[src/rtl/ir_demod_pkg.sv]
package ir_demod_pkg;

  localparam int unsigned TOL_NARROW = 3;
  localparam int unsigned TOL_WIDE   = 4;

  // Bit 0 widens the lower bound, bit 1 widens the upper bound
  typedef enum logic [1:0] {
    WIN_TIGHT     = 2'd0,
    WIN_WIDE_LO   = 2'd1,
    WIN_WIDE_HI   = 2'd2,
    WIN_WIDE_BOTH = 2'd3
  } win_code_e;

  function automatic int unsigned lower_tol(win_code_e code);
    return code[0] ? TOL_WIDE : TOL_NARROW;
  endfunction

  function automatic int unsigned upper_tol(win_code_e code);
    return code[1] ? TOL_WIDE : TOL_NARROW;
  endfunction

endpackage

[src/rtl/ir_sync_edge.sv]
module ir_sync_edge #(
  parameter int unsigned STAGES = 2
) (
  input  logic clk,
  input  logic rst_n,
  input  logic din,
  output logic lvl,
  output logic rise
);

  logic [STAGES-1:0] sh_q, sh_d;
  logic              prev_q;

  always_comb begin
    sh_d = {sh_q[STAGES-2:0], din};
  end

  always_ff @(posedge clk or negedge rst_n) begin
    if (!rst_n) begin
      sh_q   <= '0;
      prev_q <= 1'b0;
    end else begin
      sh_q   <= sh_d;
      prev_q <= sh_q[STAGES-1];
    end
  end

  assign lvl  = sh_q[STAGES-1];
  assign rise = sh_q[STAGES-1] & ~prev_q;

endmodule

[src/rtl/ir_tick_div.sv]
module ir_tick_div #(
  parameter int unsigned DIV_W = 16
) (
  input  logic             clk,
  input  logic             rst_n,
  input  logic [DIV_W-1:0] div_val,
  output logic             tick
);

  logic [DIV_W-1:0] cnt_q, cnt_d;

  // ">=" lets a shrinking divider value take effect without a long wrap
  always_comb begin
    tick  = (cnt_q >= div_val);
    cnt_d = tick ? '0 : cnt_q + 1'b1;
  end

  always_ff @(posedge clk or negedge rst_n) begin
    if (!rst_n) cnt_q <= '0;
    else        cnt_q <= cnt_d;
  end

endmodule

[src/rtl/ir_window_judge.sv]
module ir_window_judge
  import ir_demod_pkg::*;
#(
  parameter int unsigned NOM_TICKS = 16,
  parameter int unsigned CNT_W     = 5
) (
  input  logic             clk,
  input  logic             rst_n,
  input  logic             tick,
  input  logic             rise,
  input  logic [1:0]       win_sel,
  output logic             mark,
  output logic             armed,
  output logic             win_hit,
  output logic             early_hit,
  output logic [CNT_W-1:0] ivl
);

  logic [CNT_W-1:0] ivl_q, ivl_d, lo_lim, hi_lim, step;
  logic             armed_q, armed_d;
  logic             good_q, good_d;
  logic             mark_q, mark_d;
  logic             ivl_ce;

  always_comb begin
    lo_lim = CNT_W'(NOM_TICKS - lower_tol(win_code_e'(win_sel)));
    hi_lim = CNT_W'(NOM_TICKS + upper_tol(win_code_e'(win_sel)));
    step   = tick ? CNT_W'(1) : '0;

    early_hit = rise & armed_q & (ivl_q < lo_lim);
    win_hit   = rise & armed_q & ~early_hit & (ivl_q <= hi_lim);

    armed_d = armed_q;
    good_d  = good_q;
    mark_d  = mark_q;
    ivl_d   = ivl_q;
    ivl_ce  = 1'b0;

    if (rise && !armed_q) begin
      // first edge of a burst: open a measurement
      armed_d = 1'b1;
      good_d  = 1'b0;
      ivl_d   = step;
      ivl_ce  = 1'b1;
    end else if (win_hit) begin
      good_d  = 1'b1;
      if (good_q) mark_d = 1'b1;
      ivl_d   = step;
      ivl_ce  = 1'b1;
    end else if (armed_q && tick) begin
      if (ivl_q >= hi_lim) begin
        // upper bound elapsed without an accepted edge
        armed_d = 1'b0;
        good_d  = 1'b0;
        mark_d  = 1'b0;
        ivl_d   = '0;
      end else begin
        ivl_d   = ivl_q + 1'b1;
      end
      ivl_ce  = 1'b1;
    end
  end

  always_ff @(posedge clk or negedge rst_n) begin
    if (!rst_n) begin
      armed_q <= 1'b0;
      good_q  <= 1'b0;
      mark_q  <= 1'b0;
    end else begin
      armed_q <= armed_d;
      good_q  <= good_d;
      mark_q  <= mark_d;
    end
  end

  always_ff @(posedge clk or negedge rst_n) begin
    if (!rst_n)      ivl_q <= '0;
    else if (ivl_ce) ivl_q <= ivl_d;
  end

  assign mark  = mark_q;
  assign armed = armed_q;
  assign ivl   = ivl_q;

endmodule

[src/rtl/ir_carrier_demod.sv]
module ir_carrier_demod
  import ir_demod_pkg::*;
#(
  parameter int unsigned DIV_W       = 16,
  parameter int unsigned NOM_TICKS   = 16,
  parameter int unsigned SYNC_STAGES = 2
) (
  input  logic             clk,
  input  logic             rst_n,
  input  logic             ir_in,
  input  logic             demod_en,
  input  logic [DIV_W-1:0] div_val,
  input  logic [1:0]       win_sel,
  output logic             level_out
);

  localparam int unsigned CNT_W = $clog2(NOM_TICKS + TOL_WIDE + 2);

  logic             raw_w, rise_w, tick_w;
  logic             mark_w, armed_w, hit_w, early_w;
  logic [CNT_W-1:0] ivl_w;

  ir_sync_edge #(.STAGES(SYNC_STAGES)) u_sync (
    .clk  (clk),
    .rst_n(rst_n),
    .din  (ir_in),
    .lvl  (raw_w),
    .rise (rise_w)
  );

  ir_tick_div #(.DIV_W(DIV_W)) u_div (
    .clk    (clk),
    .rst_n  (rst_n),
    .div_val(div_val),
    .tick   (tick_w)
  );

  ir_window_judge #(.NOM_TICKS(NOM_TICKS), .CNT_W(CNT_W)) u_judge (
    .clk      (clk),
    .rst_n    (rst_n),
    .tick     (tick_w),
    .rise     (rise_w),
    .win_sel  (win_sel),
    .mark     (mark_w),
    .armed    (armed_w),
    .win_hit  (hit_w),
    .early_hit(early_w),
    .ivl      (ivl_w)
  );

  assign level_out = demod_en ? mark_w : raw_w;

endmodule

[config.mk]
export PLATFORM = sky130hd
export DESIGN_NAME = ir_carrier_demod
export DESIGN_NICKNAME = d
export VERILOG_FILES = /design/src/rtl/ir_demod_pkg.sv /design/src/rtl/ir_sync_edge.sv /design/src/rtl/ir_tick_div.sv /design/src/rtl/ir_window_judge.sv /design/src/rtl/ir_carrier_demod.sv
export SDC_FILE = /design/constraint.sdc
export NUM_CORES = 1
export LEC_CHECK = 0
export BUFFER_PORTS_ARGS = -buffer_cell sky130_fd_sc_hd__buf_4
export CAP_MARGIN = 40
export CORE_MARGIN = 1
export CORE_UTILIZATION = 30
export CTS_BUF_LIST = sky130_fd_sc_hd__clkbuf_2
export CTS_CLUSTER_DIAMETER = 30
export DETAILED_ROUTE_END_ITERATION = 10
export HOLD_SLACK_MARGIN = 0.06
export PLACE_DENSITY = 0.55
export SLEW_MARGIN = 20
export SYNTH_ARGS = -nofsm -noshare
export SYNTH_HDL_FRONTEND = slang
export SYNTH_SLANG_ARGS = --single-unit
[constraint.sdc]
create_clock -name clk -period 2.7 [get_ports clk]
set_input_delay 0.27 -clock clk [delete_from_list [all_inputs] [get_ports clk]]
set_output_delay 0.27 -clock clk [all_outputs]
set_load 0.005 [all_outputs]
==> flow_metrics.env, run 1 <==
export IMPL_route_met2_wl_mm=1.648
export IMPL_initial_standard_cell_utilization_of_the_core_pct=31.96
export IMPL_syn_cell_area_mm2=0.001803
export IMPL_cp_required_ns=2.99
export IMPL_tritoncts_clock_tree="built"
export IMPL_detailedRoute_firstPassIterationCount=4
export IMPL_finalWorstPathRequiredPeriod_ns=2.569
export IMPL_number_of_enable_flip_flop_cells_after_synthesis=0
export IMPL_mostFrequentLayoutCell="sky130_fd_sc_hd__dfrtp_1"
export IMPL_drt_iter0_markers=123
export IMPL_post_drt_via_cell_ratio=4.949
export IMPL_synth_compound_area_share_pct=14.71
export IMPL_global_route_wire_length_before_repair_mm=6.354
export IMPL_finalHoldWorstSlack_ns=0.3051
export IMPL_setup_tns_ns=0
export IMPL_timing_slew_headroom_pct=65.86
export IMPL_worstSetupStartpoint="u_div.cnt_q[13]"
export IMPL_r2r_worst_path_cells=7
export IMPL_slack_of_the_critical_path_ns=0.1306
export IMPL_sequential_cell_area_fraction_in_the_yosys_report_pct=37.47
export IMPL_critical_path_peak_fanout=13
export IMPL_design_portCount=23
export IMPL_worstSkewPairLatency_ns=0.36
export IMPL_maxClockFrequency_ghz=0.3892
export IMPL_synthFlopType="sky130_fd_sc_hd__dfrtp_1"
export IMPL_grt_start_max_net_pins=28
export IMPL_pwr_density_cell_mw_per_mm2=430.6
export IMPL_ys_seq_elements=27
export IMPL_gpl_final_weighted_congestion=0.7975
export IMPL_topRoutingLayerUsed="met4"
export IMPL_die_height_um=79.53
export IMPL_worst_ir_drop_vdd_mv=0.1686
export IMPL_dieArea_mm2=0.006324
export IMPL_met3RoutedLength_um=77
export IMPL_maximum_clock_path_buffer_count=2
export IMPL_syn_mean_instance_area_um2=9.246
export IMPL_worst_endpoint_arrival_ns=2.86
export IMPL_multi_input_comb_area_mm2=0.001016
export IMPL_setup_viol=0
export IMPL_skew_ns=0.002586
export IMPL_leak_pwr_nw=1.034
export IMPL_clk_pin_slew_ns=0.27
export IMPL_final_core_util_pct=37.33
export IMPL_drc=0
export IMPL_most_common_layout_cells="27 x sky130_fd_sc_hd__dfrtp_1, 26 x sky130_fd_sc_hd__buf_4, 23 x sky130_fd_sc_hd__inv_1, 23 x sky130_fd_sc_hd__nor2_1, 21 x sky130_fd_sc_hd__ha_1"
export IMPL_synth_distinct_cells=43
export IMPL_outcome="completed"
export IMPL_final_period_utilization_pct=95.16
export IMPL_asyncSetResetFlopFracSynth_pct=100.0
export IMPL_critPathCaptureType="flop"
export IMPL_antenna_cells_inserted=0
export IMPL_worstReg2RegStart="u_div.cnt_q[13]"
export IMPL_rsz0062_at_grt="false"
export IMPL_area_growth_pct=16.79
export IMPL_fillerInstances=562
export IMPL_timing_hold_worst_class="primary input to asynchronous set/reset pin"
export IMPL_fp_row_count=27
export IMPL_clockRootBuffer="sky130_fd_sc_hd__clkbuf_2"
export IMPL_timing_hold_violations_final=0
export IMPL_core_mm2=0.005642
export IMPL_swShare_pct=32.80
export IMPL_synth_fa_ha_area_share_pct=14.57
export IMPL_part_of_the_power_in_combinational_logic_pct=25.4
export IMPL_htree_num_levels=1
export IMPL_regArea_um2=675.6
export IMPL_cellInternalPower_mw=0.6093
export IMPL_cts_inserted_buffers=3
export IMPL_cts_setup_buffers=0
export IMPL_grt_overflow=0
export IMPL_vias_in_the_first_global_route=1435
export IMPL_ys_warn_count=0
export IMPL_route_final_wire_length_mm=3.598
export IMPL_main_combinational_cell_family_by_area_after_synthesis="simple AND/OR/NAND/NOR gates"
export IMPL_final_nets=266
export IMPL_synth_simple_gate_area_share_pct=19.43
export IMPL_crit_path_start_kind="flop"
export IMPL_synthesis_instances=195
export IMPL_p_seq_share_pct=56.7
export IMPL_synth_fp_nets=238
export IMPL_dpl_worst_slack_ns=0.04829
export IMPL_number_of_sinks_driven_by_the_clock_tree=27
export IMPL_total_power_mw=0.9068
export IMPL_place_port_buffers=22
export IMPL_grt_usage_pct=12.65
export IMPL_final_max_slew_violation_count=0
export IMPL_detail_route_wl_per_cell_um=12.24
export IMPL_maxCapViolCount=0
export IMPL_pwr_share_clk_pct=17.9
export IMPL_drive_above_1_share_pct=16.22
export IMPL_tightestPinTransition_ns=0.4992
export IMPL_detailroute_via_count=1455
export IMPL_routedLengthMet1_mm=1.843
export IMPL_detailed_place_hpwl_mm=2.752
export IMPL_number_of_antenna_violations_at_the_first_check_in_global_routing=0
export IMPL_switching_power_mw=0.2974
export IMPL_worst_setup_path_type="flop to flop"
export IMPL_xor_xnor_share_of_the_synthesized_area_pct=6.801
export IMPL_synth_mux_area_fraction_pct=0.6246
export IMPL_number_of_antenna_violating_nets_in_the_routed_design=0
export IMPL_floorplan_die_width_um=79.53
-- cells in the mapped netlist, types with 2 or more instances --
cell | number | area (µm²)
sky130_fd_sc_hd__xor2_1 | 8 | 70.07
sky130_fd_sc_hd__nand2_1 | 13 | 48.80
sky130_fd_sc_hd__dfrtp_1 | 27 | 675.7
sky130_fd_sc_hd__ha_1 | 21 | 262.8
sky130_fd_sc_hd__and2_1 | 2 | 12.51
sky130_fd_sc_hd__nor3_1 | 2 | 10.01
sky130_fd_sc_hd__clkbuf_1 | 2 | 7.510
sky130_fd_sc_hd__a21oi_1 | 7 | 35.03
sky130_fd_sc_hd__nor2_1 | 23 | 86.33
sky130_fd_sc_hd__or3_1 | 2 | 12.51
sky130_fd_sc_hd__a22o_1 | 5 | 43.79
sky130_fd_sc_hd__and3_1 | 5 | 31.28
sky130_fd_sc_hd__xnor2_1 | 6 | 52.55
sky130_fd_sc_hd__nand4_1 | 7 | 43.79
sky130_fd_sc_hd__inv_1 | 23 | 86.33
sky130_fd_sc_hd__nand3_1 | 9 | 45.04
sky130_fd_sc_hd__o221ai_1 | 2 | 17.52
sky130_fd_sc_hd__o21ai_0 | 3 | 15.01
sky130_fd_sc_hd__a31oi_1 | 3 | 18.77
sky130_fd_sc_hd__buf_2 | 2 | 10.01
-- power by group through the flow --
stage               Combinational (mW)  Clock, mW  Sequential, mW
finish                           0.230      0.162           0.514
CTS                              0.235      0.174           0.515
global placement                 0.228          0           0.523
detailed placement               0.232          0           0.522
floorplan                        0.167          0           0.507
global route                     0.273      0.188           0.526
-- through the flow --
| step | instances | instance area, µm² |
|---|---|---|
| 3_3_place_gp | 288 | 2059 |
| 4_1_cts | 294 | 2102 |
| 6_report | 294 | 2106 |
| 3_5_place_dp | 288 | 2059 |
| 2_1_floorplan | 195 | 1803 |
| 5_1_grt | 294 | 2106 |
-- registers in the layout, summed over array words and instances, names as in the netlist --
name / flops
u_judge.ivl: 5
u_sync.sh_q: 2
u_judge.good_q: 1
u_judge.armed: 1
u_div.cnt_q: 16
u_judge.mark: 1
u_sync.prev_q: 1
-- timing repair --
action / in CTS / in global routing
endpoints found under the setup margin: 0 / 21
hold buffers: 2 / 0
resized for setup: 0 / 1
endpoints found under the hold margin: 28 / 0
-- layer usage --
metal | vias up | track usage (%)
met2 | 20 | 20.17
li1 | 743 | -
met3 | 2 | 1.371
met1 | 690 | 17.79
met5 | - | 0
met4 | 0 | 3.818
-- worst max-delay path, stage by stage, from the launching register on --
cell and delay (ns):
sky130_fd_sc_hd__dfrtp_1 0.50, sky130_fd_sc_hd__ha_1 0.32, sky130_fd_sc_hd__nand4_1 0.12, sky130_fd_sc_hd__or3_1 0.42
sky130_fd_sc_hd__a2111oi_0 0.48, sky130_fd_sc_hd__or4b_4 0.32, sky130_fd_sc_hd__a21oi_2 0.09, sky130_fd_sc_hd__a22o_1 0.25
-- layout make-up --
class / instances / area share, %
Clock buffer: 3 / 0.7130
Tap cell: 72 / 4.278
Clock inverter: 1 / 0.3565
Inverter: 23 / 4.100
Timing Repair Buffer: 28 / 10.22
Sequential cell: 27 / 32.09
Multi-Input combinational cell: 140 / 48.25
-- path summary, 6_finish.rpt --
check | to | slack [ns]
setup reg to reg | u_judge.ivl[1] | 0.13
setup / recovery | u_judge.ivl[1] | 0.13
max in group asynchronous | u_div.cnt_q[15] | 2.15
hold / removal | u_div.cnt_q[13] | 0.31
min in group clk | u_sync.sh_q[1] | 0.42
hold reg to reg | u_sync.sh_q[1] | 0.42
-- logic make-up after synthesis --
kind of cell             Yosys count
flip-flops                        27
buffers and inverters             28
multiplexers                       1
AND/OR/NAND/NOR                   70
AO/OA/AOI/OAI                     34
adder cells (fa/ha/maj)           21
XOR/XNOR                          14
Note: power is estimated with default switching activity, not from simulation.
==> run 2: changes to the inputs <==
--- a/config.mk
+++ b/config.mk
@@ -12,7 +12,8 @@
 export CTS_BUF_LIST = sky130_fd_sc_hd__clkbuf_2
 export CTS_CLUSTER_DIAMETER = 30
 export DETAILED_ROUTE_END_ITERATION = 10
-export HOLD_SLACK_MARGIN = 0.06
+export GPL_TIMING_DRIVEN = 0
+export HOLD_SLACK_MARGIN = 0.02
 export PLACE_DENSITY = 0.55
 export SLEW_MARGIN = 20
 export SYNTH_ARGS = -nofsm -noshare
==> run 2 against run 1 <==
Against the previous run:
- setup slack better by 0.020 ns
- non-clock buffer count up 1
- hold slack better by 0.016 ns
- clock power down 3%
- via count down 1.2%
- sequential share of layout area up 0.059 points
- final area unchanged
- global-route usage up 0.42 points
- count of clock-buffer cells in the layout up 1
- core utilization unchanged
==> flow_metrics.env, run 2 (synthesized netlist as in run 1, its figures left out) <==
export IMPL_route_final_wire_length_mm=3.602
export IMPL_global_route_wire_length_before_repair_mm=6.575
export IMPL_cts_setup_buffers=0
export IMPL_detailedRoute_firstPassIterationCount=4
export IMPL_postPlaceCellArea_mm2=0.002058
export IMPL_maximum_clock_path_buffer_count=2
export IMPL_rsz0062_at_grt="false"
export IMPL_crit_path_start_kind="flop"
export IMPL_fp_row_count=27
export IMPL_area_growth_pct=16.79
export IMPL_met2_routing_resource_usage_after_global_routing_pct=20.77
export IMPL_tightestPinTransition_ns=0.4690
export IMPL_pwr_density_cell_mw_per_mm2=432.6
export IMPL_floorplan_die_width_um=79.53
export IMPL_slack_of_the_critical_path_ns=0.1506
export IMPL_timing_hold_worst_class="primary input to asynchronous set/reset pin"
export IMPL_initial_standard_cell_utilization_of_the_core_pct=31.96
export IMPL_clockRootBuffer="sky130_fd_sc_hd__clkbuf_2"
export IMPL_finalWorstPathRequiredPeriod_ns=2.549
export IMPL_setup_viol=0
export IMPL_number_of_sinks_driven_by_the_clock_tree=27
export IMPL_multi_input_comb_area_mm2=0.001018
export IMPL_largest_register="u_div.cnt_q"
export IMPL_worst_setup_path_type="flop to flop"
export IMPL_mostFrequentLayoutCell="sky130_fd_sc_hd__dfrtp_1"
export IMPL_grt_usage_pct=13.06
export IMPL_leak_pwr_nw=1.035
export IMPL_cpPeakStageDelay_ns=0.54
export IMPL_maxCapViolCount=0
export IMPL_dieArea_mm2=0.006324
export IMPL_critPathCaptureType="flop"
export IMPL_grt_start_max_net_pins=28
export IMPL_critical_path_peak_fanout=8
export IMPL_worst_endpoint_arrival_ns=2.83
export IMPL_cp_required_ns=2.98
export IMPL_htree_num_levels=1
export IMPL_number_of_antenna_violations_at_the_first_check_in_global_routing=0
export IMPL_post_drt_via_cell_ratio=4.871
export IMPL_final_nets=267
export IMPL_worst_ir_drop_vdd_mv=0.1494
export IMPL_antenna_cells_inserted=0
export IMPL_timing_critical_path_cells="inv_1, ha_1, nand2b_4, a2111oi_4, a2111oi_2, or4b_1, buf_2, a32o_1, a21o_1"
export IMPL_timing_slew_headroom_pct=68.59
export IMPL_place_port_buffers=22
export IMPL_core_mm2=0.005642
export IMPL_drive_above_1_share_pct=16.14
export IMPL_skew_ns=0.002164
export IMPL_final_max_slew_violation_count=0
export IMPL_detailed_place_hpwl_mm=2.787
export IMPL_timing_hold_violations_final=0
export IMPL_cts_inserted_buffers=3
export IMPL_drt_iter0_markers=75
export IMPL_final_design_area_excluding_fillers_mm2=0.002106
export IMPL_outcome="completed"
export IMPL_finalHoldWorstSlack_ns=0.3209
export IMPL_worst_path_max_delay_cell="sky130_fd_sc_hd__or4b_1"
export IMPL_setup_tns_ns=0
export IMPL_regArea_um2=676.9
export IMPL_grt_overflow=0
export IMPL_detailroute_via_count=1437
export IMPL_tritoncts_clock_tree="built"
export IMPL_clk_pin_slew_ns=0.24
export IMPL_fillerInstances=580
export IMPL_vias_in_the_first_global_route=1451
export IMPL_die_height_um=79.53
export IMPL_global_route_usage_met3_pct=1.371
export IMPL_drc=0
export IMPL_final_core_util_pct=37.33
export IMPL_grt_busiest_layer="met2"
export IMPL_use_met1_pct=18.72
export IMPL_dpl_worst_slack_ns=0.01902
export IMPL_design_portCount=23
export IMPL_number_of_antenna_violating_nets_in_the_routed_design=0
export IMPL_largest_register_ff_count=16
export IMPL_maxClockFrequency_ghz=0.3923
export IMPL_worstSkewPairLatency_ns=0.35
export IMPL_gpl_final_weighted_congestion=0.7697
export IMPL_detail_route_wl_per_cell_um=12.21
export IMPL_most_common_layout_cells="26 x sky130_fd_sc_hd__dfrtp_1, 23 x sky130_fd_sc_hd__inv_1, 23 x sky130_fd_sc_hd__nor2_1, 22 x sky130_fd_sc_hd__buf_4, 21 x sky130_fd_sc_hd__ha_1"
export IMPL_final_period_utilization_pct=94.42
## run 2: changes by cell type in the layout (fill, tap and decap cells not counted), sizes merged
cell / previous run / this run
clkinvlp: 1 / 0
buf: 26 / 25
clkbuf: 3 / 6
## run 2: final timing paths
| kind | start | to | slack [ns] | cells after the start |
|---|---|---|---|---|
| worst max-delay path | u_div.cnt_q[0] | u_judge.ivl[3] | 0.15 | 9 |
| worst min-delay path | rst_n | u_div.cnt_q[14] | 0.32 | 2 |
| worst max register to register | u_div.cnt_q[0] | u_judge.ivl[3] | 0.15 | 9 |
| worst min register to register | u_sync.sh_q[0] | u_sync.sh_q[1] | 0.39 | 0 |
| max in group asynchronous | rst_n | u_div.cnt_q[0] | 2.10 | 2 |
| min in group clk | u_sync.sh_q[0] | u_sync.sh_q[1] | 0.39 | 0 |
## run 2: final cells by class
| type | count | share of cell area, % |
|---|---|---|
| Buffer | 5 | 1.367 |
| Clock buffer | 4 | 0.9507 |
| Inverter | 23 | 4.100 |
| Multi-Input combinational cell | 140 | 48.37 |
| Sequential cell | 27 | 32.14 |
| Tap cell | 72 | 4.278 |
| Timing Repair Buffer | 24 | 8.794 |
## run 2: where the power goes
group | total, mW | internal [mW] | switching [mW]
sequential | 0.518 | 0.453 | 0.0645
combinational | 0.237 | 0.123 | 0.114
clock | 0.157 | 0.0391 | 0.118
total | 0.911 | 0.615 | 0.296
## run 2: what timing repair did
item                                    CTS  global route
hold endpoints to repair                 28             0
resized for setup                         1             2
hold buffers                              2             0
endpoints found under the setup margin    4            17
## run 2: metal layers
metal	vias up	share of wire [%]	routed length, µm
met1	664	51	1842
met2	26	45	1626
li1	743	-	-
met5	-	0	0
met3	4	2.6	93
met4	0	1.1	40
## run 2: critical path: cells and delay by family, from the launching register on
family                     cells  cell delay [ns]
AOI/OAI and AO/OA              4             0.82
adders and majority gates      1             0.26
buffers and inverters          2             0.25
DFF                            1             0.46
and+or+nand+nor                2             0.69
## run 2: through the flow
step                      power [mW]  std cells
final                         0.9110        295
after CTS                     0.9270        295
after global placement        0.7450        289
after detailed placement      0.7578        289
after global routing          0.9905        295
after floorplan               0.6736        195
